--- src/rtl/llc_line_pkg.sv ---
package llc_line_pkg;

  typedef enum logic [1:0] {
    ST_I = 2'd0,
    ST_S = 2'd1,
    ST_E = 2'd2,
    ST_M = 2'd3
  } line_st_e;

  typedef enum logic [1:0] {
    RQ_GETS = 2'd0,
    RQ_GETX = 2'd1,
    RQ_PUTS = 2'd2,
    RQ_PUTX = 2'd3
  } req_kind_e;

  typedef struct packed {
    logic     legal;
    logic     fetch;
    logic     we;
    line_st_e nxt;
    logic     is_puts;
    logic     is_putx;
    logic     is_exwb;
  } decision_t;

  localparam int unsigned NUM_CNT = 3;

  function automatic logic is_get(req_kind_e k);
    return (k == RQ_GETS) || (k == RQ_GETX);
  endfunction

  function automatic logic needs_fill(req_kind_e k, line_st_e s);
    if (k == RQ_GETS) return s == ST_I;
    return (s == ST_I) || (s == ST_S);
  endfunction

endpackage

--- src/rtl/llc_excl_decide.sv ---
module llc_excl_decide
  import llc_line_pkg::*;
(
  input  req_kind_e kind,
  input  line_st_e  cur,
  input  logic      inner,
  input  logic      pf,
  input  logic      noline,
  output decision_t d
);
  always_comb begin
    d = '0;
    d.nxt = ST_I;
    if (noline) begin
      // scratch state only: array untouched
      if (is_get(kind)) begin
        d.legal = 1'b1;
        d.fetch = !inner;
      end
    end else begin
      unique case (kind)
        RQ_PUTS: begin
          d.legal   = 1'b1;
          d.is_puts = 1'b1;
          d.is_exwb = 1'b1;
          d.we      = !inner;
          d.nxt     = inner ? cur : ST_E;
        end
        RQ_PUTX: begin
          d.legal   = 1'b1;
          d.is_putx = 1'b1;
          d.is_exwb = 1'b1;
          d.we      = !inner;
          d.nxt     = inner ? cur : ST_M;
        end
        default: begin
          d.legal = 1'b1;
          d.fetch = needs_fill(kind, cur) && !inner;
          d.we    = 1'b1;
          d.nxt   = pf ? ST_E : ST_I;
        end
      endcase
    end
  end
endmodule

--- src/rtl/llc_incl_decide.sv ---
module llc_incl_decide
  import llc_line_pkg::*;
(
  input  req_kind_e kind,
  input  line_st_e  cur,
  input  logic      inner,
  input  logic      pexcl,
  input  logic      noline,
  output decision_t d
);
  always_comb begin
    d = '0;
    d.nxt = cur;
    if (!noline) begin
      unique case (kind)
        RQ_GETS: begin
          d.legal = 1'b1;
          d.we    = 1'b1;
          if (cur == ST_I) begin
            d.fetch = !inner;
            d.nxt   = (!inner && pexcl) ? ST_E : ST_S;
          end
        end
        RQ_GETX: begin
          d.legal = 1'b1;
          d.we    = 1'b1;
          d.fetch = needs_fill(kind, cur) && !inner;
          d.nxt   = ST_M;
        end
        RQ_PUTS: begin
          d.legal   = (cur != ST_I);
          d.we      = d.legal;
          d.is_puts = d.legal;
        end
        default: begin
          d.legal   = (cur == ST_E) || (cur == ST_M);
          d.we      = d.legal;
          d.is_putx = d.legal;
          d.nxt     = ST_M;
        end
      endcase
    end
  end
endmodule

--- src/rtl/llc_wb_counters.sv ---
module llc_wb_counters
  import llc_line_pkg::*;
#(
  parameter int unsigned NW = 16
) (
  input  logic                        clk,
  input  logic                        rst_n,
  input  logic [NUM_CNT-1:0]          inc,
  output logic [NUM_CNT-1:0][NW-1:0]  cnt
);
  for (genvar g = 0; g < NUM_CNT; g++) begin : g_cnt
    always_ff @(posedge clk) begin
      if (!rst_n) cnt[g] <= '0;
      else if (inc[g]) cnt[g] <= cnt[g] + NW'(1);
    end

    assert_count_step_R12: assert property (@(posedge clk) disable iff (!rst_n)
      (cnt[g] != $past(cnt[g])) |-> (cnt[g] == $past(cnt[g]) + NW'(1)));
  end

  // exclusive writeback always accompanies a clean or dirty writeback
  assert_exwb_paired_R12: assert property (@(posedge clk) disable iff (!rst_n)
    inc[2] |-> (inc[0] || inc[1]));
endmodule

--- src/rtl/llc_line_ctrl.sv ---
module llc_line_ctrl
  import llc_line_pkg::*;
#(
  parameter int unsigned CW  = 32,
  parameter int unsigned LW  = 12,
  parameter int unsigned NW  = 16,
  parameter int unsigned RTT = 7
) (
  input  logic          clk,
  input  logic          rst_n,
  input  logic          req_valid,
  input  logic [1:0]    req_kind,
  input  logic          excl_mode,
  input  logic          inner_copy,
  input  logic          prefetch,
  input  logic          no_line,
  input  logic [1:0]    line_state,
  input  logic          parent_excl,
  input  logic [CW-1:0] base_cycle,
  input  logic [LW-1:0] parent_lat,
  output logic          resp_valid,
  output logic          fetch_valid,
  output logic [1:0]    fetch_kind,
  output logic          state_we,
  output logic [1:0]    state_next,
  output logic [CW-1:0] resp_cycle,
  output logic          illegal,
  output logic [NW-1:0] cnt_puts,
  output logic [NW-1:0] cnt_putx,
  output logic [NW-1:0] cnt_exwb
);
  localparam logic [CW-1:0] RTT_C = CW'(RTT);

  function automatic logic [CW-1:0] lat_of(logic [CW-1:0] base, logic [LW-1:0] plat, logic go);
    return go ? base + CW'(plat) + RTT_C : base;
  endfunction

  req_kind_e kind_in;
  line_st_e  cur_in;
  assign kind_in = req_kind_e'(req_kind);
  assign cur_in  = line_st_e'(line_state);

  decision_t d_ex, d_in, d_sel;

  llc_excl_decide u_ex (
    .kind(kind_in), .cur(cur_in), .inner(inner_copy), .pf(prefetch),
    .noline(no_line), .d(d_ex)
  );

  llc_incl_decide u_in (
    .kind(kind_in), .cur(cur_in), .inner(inner_copy), .pexcl(parent_excl),
    .noline(no_line), .d(d_in)
  );

  assign d_sel = excl_mode ? d_ex : d_in;

  // named events for checking
  logic ev_fetch, ev_write, ev_bad;
  assign ev_fetch = req_valid && d_sel.legal && d_sel.fetch;
  assign ev_write = req_valid && d_sel.legal && d_sel.we;
  assign ev_bad   = req_valid && !d_sel.legal;

  logic [NUM_CNT-1:0]         cnt_inc;
  logic [NUM_CNT-1:0][NW-1:0] cnt_all;
  assign cnt_inc = {req_valid && d_sel.legal && d_sel.is_exwb,
                    req_valid && d_sel.legal && d_sel.is_putx,
                    req_valid && d_sel.legal && d_sel.is_puts};

  llc_wb_counters #(.NW(NW)) u_cnt (
    .clk(clk), .rst_n(rst_n), .inc(cnt_inc), .cnt(cnt_all)
  );
  assign cnt_puts = cnt_all[0];
  assign cnt_putx = cnt_all[1];
  assign cnt_exwb = cnt_all[2];

  // held copies of the request qualifiers for the transaction
  logic          h_excl, h_inner, h_pf, h_noline;
  req_kind_e     h_kind;
  logic [CW-1:0] h_base;

  always_ff @(posedge clk) begin
    if (!rst_n) begin
      resp_valid  <= 1'b0;
      fetch_valid <= 1'b0;
      fetch_kind  <= 2'd0;
      state_we    <= 1'b0;
      state_next  <= 2'd0;
      resp_cycle  <= '0;
      illegal     <= 1'b0;
      h_excl      <= 1'b0;
      h_inner     <= 1'b0;
      h_pf        <= 1'b0;
      h_noline    <= 1'b0;
      h_kind      <= RQ_GETS;
      h_base      <= '0;
    end else begin
      resp_valid  <= req_valid;
      fetch_valid <= ev_fetch;
      fetch_kind  <= req_kind;
      state_we    <= ev_write;
      state_next  <= d_sel.nxt;
      resp_cycle  <= lat_of(base_cycle, parent_lat, ev_fetch);
      illegal     <= ev_bad;
      if (req_valid) begin
        h_excl   <= excl_mode;
        h_inner  <= inner_copy;
        h_pf     <= prefetch;
        h_noline <= no_line;
        h_kind   <= kind_in;
        h_base   <= base_cycle;
      end
    end
  end

  assert_inner_blocks_fetch_R5: assert property (@(posedge clk) disable iff (!rst_n)
    (resp_valid && fetch_valid) |-> !h_inner);

  assert_noline_no_write_R3: assert property (@(posedge clk) disable iff (!rst_n)
    (resp_valid && h_noline) |-> !state_we);

  assert_excl_get_drop_R6: assert property (@(posedge clk) disable iff (!rst_n)
    (resp_valid && h_excl && !h_noline && is_get(h_kind) && !h_pf)
      |-> (state_we && state_next == ST_I));

  assert_incl_getx_m_R8: assert property (@(posedge clk) disable iff (!rst_n)
    (resp_valid && !h_excl && h_kind == RQ_GETX && !illegal) |-> (state_next == ST_M));

  assert_illegal_quiet_R10: assert property (@(posedge clk) disable iff (!rst_n)
    illegal |-> (!fetch_valid && !state_we));

  assert_nofetch_base_R11: assert property (@(posedge clk) disable iff (!rst_n)
    (resp_valid && !fetch_valid) |-> (resp_cycle == h_base));

  assert_one_shot_R2: assert property (@(posedge clk) disable iff (!rst_n)
    !$past(req_valid) |-> !resp_valid);

endmodule

--- config.mk ---
export PLATFORM = sky130hd
export DESIGN_NAME = llc_line_ctrl
export DESIGN_NICKNAME = d
export VERILOG_FILES = /design/src/rtl/llc_line_pkg.sv /design/src/rtl/llc_excl_decide.sv /design/src/rtl/llc_incl_decide.sv /design/src/rtl/llc_wb_counters.sv /design/src/rtl/llc_line_ctrl.sv
export SDC_FILE = /design/constraint.sdc
export NUM_CORES = 1
export LEC_CHECK = 0
export ABC_AREA = 1
export BUFFER_PORTS_ARGS = -buffer_cell sky130_fd_sc_hd__buf_2
export CELL_PAD_IN_SITES_DETAIL_PLACEMENT = 2
export CELL_PAD_IN_SITES_GLOBAL_PLACEMENT = 2
export CORE_UTILIZATION = 28
export DETAILED_ROUTE_END_ITERATION = 12
export PLACE_DENSITY = 0.88
export SLEW_MARGIN = 10
export SYNTH_ARGS = -nofsm -noshare
export SYNTH_HDL_FRONTEND = slang
export SYNTH_SLANG_ARGS = --single-unit
--- constraint.sdc ---
create_clock -name clk -period 2.66 [get_ports clk]
set_clock_uncertainty 0.1 [all_clocks]
set_input_delay 0.133 -clock clk [delete_from_list [all_inputs] [get_ports clk]]
set_output_delay 0.133 -clock clk [all_outputs]
set_load 0.02 [all_outputs]
==> results of run 1 <==
==> cell type report <==
class                   count  area (um^2)
repair buffers            157          861
inverters                 133          499
clock inverters             4         70.1
clock buffers              10          239
multi-input cells         574         2940
well taps                 229          287
flip-flops and latches     88         1760
fillers                  2262        11600
==> power by group <==
| part | internal, mW | switching (mW) |
|---|---|---|
| sequential | 1.35 | 0.0117 |
| clock | 0.836 | 0.547 |
| combinational | 0.197 | 0.370 |
==> state kept, by name, indices dropped and copies added (netlist names) <==
signal / cells
resp_valid: 1
fetch_valid: 1
fetch_kind: 2
illegal: 1
state_we: 1
state_next: 2
u_cnt.cnt: 48
resp_cycle: 32
==> synth_stat cells, types with 2 or more instances <==
library cell,n,area (um^2)
sky130_fd_sc_hd__nor2_1,95,357
sky130_fd_sc_hd__nor3_1,38,190
sky130_fd_sc_hd__nand3b_1,2,15.0
sky130_fd_sc_hd__clkbuf_1,8,30.0
sky130_fd_sc_hd__dfxtp_1,88,1760
sky130_fd_sc_hd__buf_6,3,33.8
sky130_fd_sc_hd__buf_4,4,30.0
sky130_fd_sc_hd__a21oi_1,63,315
sky130_fd_sc_hd__o211ai_1,2,15.0
sky130_fd_sc_hd__nand2_1,192,721
sky130_fd_sc_hd__xor2_1,11,96.3
sky130_fd_sc_hd__o21ai_1,9,45.0
sky130_fd_sc_hd__inv_2,6,22.5
sky130_fd_sc_hd__nand2_2,4,25.0
sky130_fd_sc_hd__nand4_1,17,106
sky130_fd_sc_hd__buf_2,3,15.0
sky130_fd_sc_hd__ha_1,27,338
sky130_fd_sc_hd__xnor2_1,12,105
sky130_fd_sc_hd__o221ai_1,2,17.5
sky130_fd_sc_hd__inv_1,126,473
sky130_fd_sc_hd__nand3_1,57,285
sky130_fd_sc_hd__and2_1,2,12.5
sky130_fd_sc_hd__nor4_1,3,18.8
sky130_fd_sc_hd__o21ai_0,24,120
sky130_fd_sc_hd__nor2_4,3,33.8
==> repair_timing <==
item,in CTS,in global routing
hold endpoints to repair,11,0
setup endpoints to repair,0,2
resized for setup,0,2
hold buffers,11,0
==> worst min-delay path, delay by kind of cell <==
kind / cells / cell delay (ns)
AOI/OAI and AO/OA: 2 / 0.19
buffers and inverters: 1 / 0.08
==> worst max path at each step <==
| stage | slack, ns | depth (start not counted) | startpoint | end |
|---|---|---|---|---|
| floorplan | 0.55 | 18 | base_cycle[1] | resp_cycle[19] |
| global placement | 0.25 | 19 | base_cycle[1] | resp_cycle[19] |
| detailed placement | 0.10 | 19 | base_cycle[1] | resp_cycle[19] |
| CTS | 0.15 | 15 | base_cycle[7] | resp_cycle[19] |
| global route | 0.04 | 15 | base_cycle[9] | resp_cycle[19] |
| finish | 0.23 | 15 | base_cycle[7] | resp_cycle[19] |
==> logic make-up after synthesis <==
logic type / after synthesis
buf+inv: 152
simple gates: 418
fa+ha+maj: 28
xor+xnor: 23
compound gates: 105
flops: 88
==> per-stage QoR <==
stage                     power [mW]  instances  area (um^2)  setup WS (ns)  hold WS [ns]
after floorplan                 1.74        814         5300          0.546         0.126
after global placement          1.93       1170         6230          0.246         0.301
after detailed placement        1.95       1170         6230          0.101         0.337
after CTS                       3.38       1195         6650          0.150       0.00191
after global routing            3.48       1195         6660         0.0438       0.00708
final                           3.32       1195         6660          0.229       0.00664
==> layer usage <==
metal | vias to the layer above | part of all wire, % | track usage, %
met2 | 89 | 52 | 38.9
met1 | 2853 | 44 | 23.6
met4 | 0 | 1.2 | 5.03
li1 | 2892 | - | -
met5 | - | 0 | 0
met3 | 16 | 2.4 | 3.13
==> Implementation_results.wiki, run 1 <==
{| class="wikitable"
! Metric !! Value
|-
| Data required time of the critical path || between 2 and 3 ns
|-
| Status || finished, final reports clean
|-
| Cell count after synthesis || between 800 and 900
|-
| Total Die Area || just under 0.02 mm^2
|-
| Leading cell type in the layout, fill and taps excluded || sky130_fd_sc_hd__nand2_1
|-
| Cell family with the largest share of critical-path delay || simple AND/OR/NAND/NOR gates
|-
| Commonest register cell after synthesis || sky130_fd_sc_hd__dfxtp_1
|-
| Layout Utilization || approximately 36%
|-
| Input/output buffers || 143
|-
| Pin count of the biggest net entering global routing || 53
|-
| Share of cells above drive strength 1 || between 10% and 20%
|-
| Min-Delay Startpoint || base_cycle[0]
|-
| Data arrival time of the critical path || about 2.6 ns
|-
| Hold violation count in the final report || 0
|-
| Detailed placement HPWL || 14.3 mm
|-
| Drt total wl || 19.0 mm
|-
| Number of iterations in the first detailed-routing pass || 4
|-
| Initial core utilization || 29.0%
|-
| Fraction of the mapped netlist area in compound gates || roughly a tenth
|-
| Worst hold-check path type || in2reg
|-
| Via count of the first global-routing pass || approximately 6,500
|-
| Flip-flop and latch count after synthesis || between 80 and 90
|-
| Category of the critical setup timing path || in2reg
|-
| Crit path largest cell delay || roughly 0.54 ns
|-
| Leakage Power || ~3.3 nW
|-
| Post-CTS setup buffer count || 0
|-
| Die X-Extent || between 100 and 150 um
|-
| Multiplexer area fraction after synthesis || 0%
|-
| Post-Synth Adder-Cell Area || 6.75%
|-
| Worst-case hold path end point || resp_cycle[0]
|-
| Mapped Area || between 0.005 and 0.006 mm^2
|-
| Highest clock frequency the design can meet || a little over 0.4 GHz
|-
| Clock latency at the later pin of the worst-skew pair || 0.34 ns
|-
| Main combinational cell family by area after synthesis || simple AND/OR/NAND/NOR gates
|-
| Number of synthesis warnings || 0
|-
| Synthesized net count || roughly 900
|-
| Setup crit start kind || input port
|-
| Top library cells by usage in the layout, fill and taps aside || sky130_fd_sc_hd__nand2_1, sky130_fd_sc_hd__buf_2, sky130_fd_sc_hd__inv_1
|-
| Clock-pin slew on the worst setup and hold paths || roughly 0.070 ns
|-
| Number of buffers created by CTS || 9
|-
| Seq/Total Area, Yosys || between 30% and 40%
|-
| Avg Inst Size Synth || ~6.5 um^2
|-
| Cell Pwr Density || 498 mW/mm^2
|-
| Combined global-route utilization of all metal layers || between 20 and 25%
|-
| Boundary Pins || roughly 140
|-
| Number of antenna violations at the first check in global routing || 0
|-
| TritonCTS clock tree || yes
|-
| Type of element capturing the critical path || register
|-
| Layout net count || 1,047
|-
| Remaining design rule violation count || 0
|-
| Critical-path top delay cell || sky130_fd_sc_hd__dlygate4sd3_1
|-
| Final Cycle Share || between 90% and 100%
|-
| Core area || 0.0183 mm^2
|-
| Clock period minus worst slack || about 2.4 ns
|-
| H-tree Lvls || 3
|-
| # setup viols final || 0
|-
| XOR/XNOR Fraction of Synth Area || around 3.8%
|-
| Antenna cells || 0
|-
| Worst reg2reg endpoint || u_cnt.cnt[45]
|-
| Number of design-rule violations left by the first detailed-router iteration || around 120
|-
| Number of maximum-capacitance violations || 0
|-
| Worst voltage drop across the vdd grid || approximately 0.00025 V
|-
| FF-to-FF Start || u_cnt.cnt[32]
|-
| CP cell instances || dlygate4sd3_1 -> buf_2 -> ha_1 -> ha_1 -> nand2_1 -> inv_1 -> nand2_1 -> nor3_1 -> nand2_1 -> nand2_2 -> nand2_2 -> nor2_1 -> nand2_1 -> nand2_1 -> nor2_1
|-
| Worst Reg2Reg Path Length in Cells || 8
|-
| Remaining antenna violation count || 0
|-
| P&R area growth vs syn || 25.6%
|-
| Vertical extent of the die || approximately 140 um
|-
| Routability cong. || 0.815
|-
| Wire length of the first global-routing pass || 31.8 mm
|-
| Clock tree buffer depth || 2
|-
| Vias after detailed routing || about 5,900
|-
| Worst slew margin relative to its limit || 58.0%
|-
| Most frequent cell on the critical path || sky130_fd_sc_hd__nand2_1
|-
| Depth of the worst hold-timing path || 3
|-
| Routed wire length per instance || between 15 and 20 um
|-
| Register-to-register setup slack || roughly 0.89 ns
|-
| Standard-cell row count || between 40 and 50
|-
| Count of cell types in the netlist || 38
|-
| Post-synth ARST share || 0%
|-
| Setup repair after global routing missed its margin || false
|-
| Final global-route overflow total || 0
|-
| Worst Path Buf+Inv || 3
|-
| Clock root buffer master || sky130_fd_sc_hd__clkbuf_16
|-
| CP max FO || 5
|-
| Final max-slew violation count || 0
|-
| Number of enable-type register cells in the synthesized netlist || 0
|-
| Routed vias/inst || approximately 5
|-
| Post-synthesis share of cell area spent on and, or, nand and nor gates || 34.3%
|-
| Actual transition at the worst max-transition pin || 0.630 ns
|-
| Clk sinks || approximately 90
|-
| Sum of negative setup slack || 0 ns
|}
Note: power is estimated with default switching activity, not from simulation.
==> run 2: changes to the inputs <==
--- a/config.mk
+++ b/config.mk
@@ -6,13 +6,13 @@
 export NUM_CORES = 1
 export LEC_CHECK = 0
 export ABC_AREA = 1
-export BUFFER_PORTS_ARGS = -buffer_cell sky130_fd_sc_hd__buf_2
+export BUFFER_PORTS_ARGS = -buffer_cell sky130_fd_sc_hd__clkbuf_2
 export CELL_PAD_IN_SITES_DETAIL_PLACEMENT = 2
 export CELL_PAD_IN_SITES_GLOBAL_PLACEMENT = 2
 export CORE_UTILIZATION = 28
 export DETAILED_ROUTE_END_ITERATION = 12
-export PLACE_DENSITY = 0.88
-export SLEW_MARGIN = 10
+export PLACE_DENSITY = 0.79
+export SLEW_MARGIN = 15
 export SYNTH_ARGS = -nofsm -noshare
 export SYNTH_HDL_FRONTEND = slang
 export SYNTH_SLANG_ARGS = --single-unit
==> run 2 against run 1 <==
Effect of this change: non-clock buffer count grew 5; setup slack lost 0.049 ns; via count shrank 1.9%; routed wire length shrank 4.2%; utilization grew 0.15 points; power shrank 4.5%; sequential share of layout area shrank 0.11 points; fmax shrank 2.0%; sequential cell count is the same; die area is the same.
==> Implementation_results.wiki, run 2 (synthesis gave the netlist of run 1 again) <==
{| class="wikitable"
! Metric !! Value
|-
| Clock root buffer master || sky130_fd_sc_hd__clkbuf_16
|-
| Core area || 0.0183 mm^2 (unchanged)
|-
| Hold violation count in the final report || 0 (unchanged)
|-
| Clock period minus worst slack || 2.48 ns (+0.0492 ns)
|-
| Number of buffers created by CTS || 9 (unchanged)
|-
| Largest reg by FF count || u_cnt.cnt
|-
| P&R area growth vs syn || 26.1%
|-
| Die X-Extent || 140 um (unchanged)
|-
| Register-to-register setup slack || 0.84 ns (-0.05 ns)
|-
| Antenna cells || 0 (unchanged)
|-
| Actual transition at the worst max-transition pin || 0.477 ns (-0.153 ns)
|-
| Worst slew margin relative to its limit || 68.1% (+10 points)
|-
| Status || finished, final reports clean
|-
| Wire length of the first global-routing pass || 30.5 mm (-4.3%)
|-
| Cell Pwr Density || 474 mW/mm^2 (-4.9%)
|-
| Boundary Pins || 144 (unchanged)
|-
| Clock latency at the later pin of the worst-skew pair || 0.35 ns (about the same)
|-
| Via count of the first global-routing pass || 6,176 (-4.6%)
|-
| Combined global-route utilization of all metal layers || 19.5% (-0.90 points)
|-
| Clock-pin slew on the worst setup and hold paths || 0.07 ns (about the same)
|-
| CP max FO || 5 (unchanged)
|-
| Detailed placement HPWL || 14.1 mm (-1.0%)
|-
| Leakage Power || 3.28 nW (-1.4%)
|-
| Share of cells above drive strength 1 || 18.7% (-0.032 points)
|-
| Clock tree buffer depth || 2 (unchanged)
|-
| Final max-slew violation count || 0 (unchanged)
|-
| Number of maximum-capacitance violations || 0 (unchanged)
|-
| Cell family with the largest share of critical-path delay || adder cells
|-
| Remaining antenna violation count || 0 (unchanged)
|-
| Leading cell type in the layout, fill and taps excluded || sky130_fd_sc_hd__nand2_1
|-
| Initial core utilization || 29.0% (unchanged)
|-
| Pin count of the biggest net entering global routing || 49 (-7.5%)
|-
| # setup viols final || 0 (unchanged)
|-
| Worst voltage drop across the vdd grid || 0.000312 V (+25%)
|-
| Largest register FFs || 48 (unchanged)
|-
| Highest clock frequency the design can meet || 0.403 GHz (-2.0%)
|-
| Total Die Area || 0.0195 mm^2 (unchanged)
|-
| Most frequent cell on the critical path || sky130_fd_sc_hd__nand2_1
|-
| Post-CTS setup buffer count || 0 (unchanged)
|-
| Remaining design rule violation count || 0 (unchanged)
|-
| Layout net count || 1,052 (+0.48%)
|-
| Final global-route overflow total || 0 (unchanged)
|-
| Drt total wl || 18.2 mm (-4.2%)
|-
| Count of filler cells inserted in the layout || 2,299 (+1.6%)
|-
| Critical-path top delay cell || sky130_fd_sc_hd__dlygate4sd3_1
|-
| TritonCTS clock tree || yes
|-
| Setup repair after global routing missed its margin || false
|-
| Worst Path Buf+Inv || 4 (+1)
|-
| Sum of negative setup slack || 0 ns (unchanged)
|-
| Vias after detailed routing || 5,741 (-1.9%)
|-
| Routed wire length per instance || 15.2 um (-4.7%)
|-
| Worst hold-check path type || in2reg
|-
| Number of design-rule violations left by the first detailed-router iteration || 110 (-11%)
|-
| H-tree Lvls || 3 (unchanged)
|-
| Setup crit start kind || input port
|-
| CP cell instances || dlygate4sd3_1 -> clkbuf_2 -> inv_1 -> ha_1 -> fa_1 -> inv_1 -> nand3_1 -> nand2_2 -> nand2_1 -> nand2_1 -> nand2_1 -> nand2_2 -> nand3_1 -> o21ai_1 -> nor2_1
|-
| Vertical extent of the die || 140 um (unchanged)
|-
| Input/output buffers || 143 (unchanged)
|-
| Crit path largest cell delay || 0.53 ns (about the same)
|-
| Standard-cell row count || 49 (unchanged)
|-
| Top library cells by usage in the layout, fill and taps aside || sky130_fd_sc_hd__nand2_1, sky130_fd_sc_hd__clkbuf_2, sky130_fd_sc_hd__inv_1
|-
| Clk sinks || 88 (unchanged)
|-
| Category of the critical setup timing path || in2reg
|-
| Data arrival time of the critical path || 2.62 ns (+0.04 ns)
|-
| Registers with the most flip-flops || u_cnt.cnt x48, resp_cycle x32
|-
| Data required time of the critical path || 2.80 ns (about the same)
|-
| Total power || 3.17 mW (-4.5%)
|-
| Number of iterations in the first detailed-routing pass || 4 (unchanged)
|-
| Routability cong. || 0.813 (-0.31%)
|-
| Number of antenna violations at the first check in global routing || 0 (unchanged)
|-
| Routed vias/inst || 4.78 (-2.4%)
|-
| Type of element capturing the critical path || register
|-
| Final Cycle Share || 93.3% (+1.8 points)
|}
[run 2: cell count changes in the layout (fill, tap and decap cells not counted), sizes merged]
cell	delta
buf	-143
bufinv	-2
clkbuf	+143
clkinv	+1
clkinvlp	+2
dlygate4sd3	+5
inv	+1
[run 2: final cells by class]
type	instances	area, um^2	share of cell area [%]
inverters	133	499	7.47
clock inverters	6	45.0	0.674
flip-flops and latches	88	1760	26.4
clock buffers	10	229	3.43
well taps	229	287	4.29
multi-input cells	574	2940	44.0
repair buffers	162	923	13.8
[run 2: where the power goes]
part | switching (mW) | internal (mW) | leakage (nW)
clock network | 0.586 | 0.640 | 0.130
logic | 0.371 | 0.204 | 2.43
registers | 0.0127 | 1.35 | 0.719
total | 0.969 | 2.20 | 3.28
[run 2: final timing paths]
kind	start	endpoint	depth (start not counted)
max	base_cycle[2]	resp_cycle[23]	15
min	base_cycle[8]	resp_cycle[8]	3
max reg2reg	u_cnt.cnt[0]	u_cnt.cnt[7]	6
min reg2reg	u_cnt.cnt[30]	u_cnt.cnt[30]	2
[run 2: routing by layer]
metal,vias to the layer above,share of wire (%),global-route usage (%)
li1,2902,-,-
met1,2739,46,23.4
met2,91,50,36.0
met3,9,2.6,3.03
met4,0,0.96,4.86
met5,-,0,0
[run 2: repair_timing]
item | CTS | global route
hold buffers | 16 | 0
resized for setup | 0 | 2
hold endpoints to repair | 16 | 0
endpoints found under the setup margin | 0 | 5
[run 2: worst min-delay path, stage by stage]
cell                       delay [ns]
sky130_fd_sc_hd__clkbuf_2        0.09
sky130_fd_sc_hd__o21ai_1         0.12
sky130_fd_sc_hd__a21oi_1         0.06
[run 2: stage by stage]
stage               area (um^2)  hold slack (ns)  setup WS, ns  cells  util (%)
global placement           6240            0.286         0.259   1170      34.2
floorplan                  5300            0.126         0.546    814         -
finish                     6680          0.00964         0.179   1202      36.6
CTS                        6680         0.000727        0.0553   1202      36.6
detailed placement         6240            0.308         0.115   1170      34.2
global route               6680           0.0173       0.00389   1202      36.6
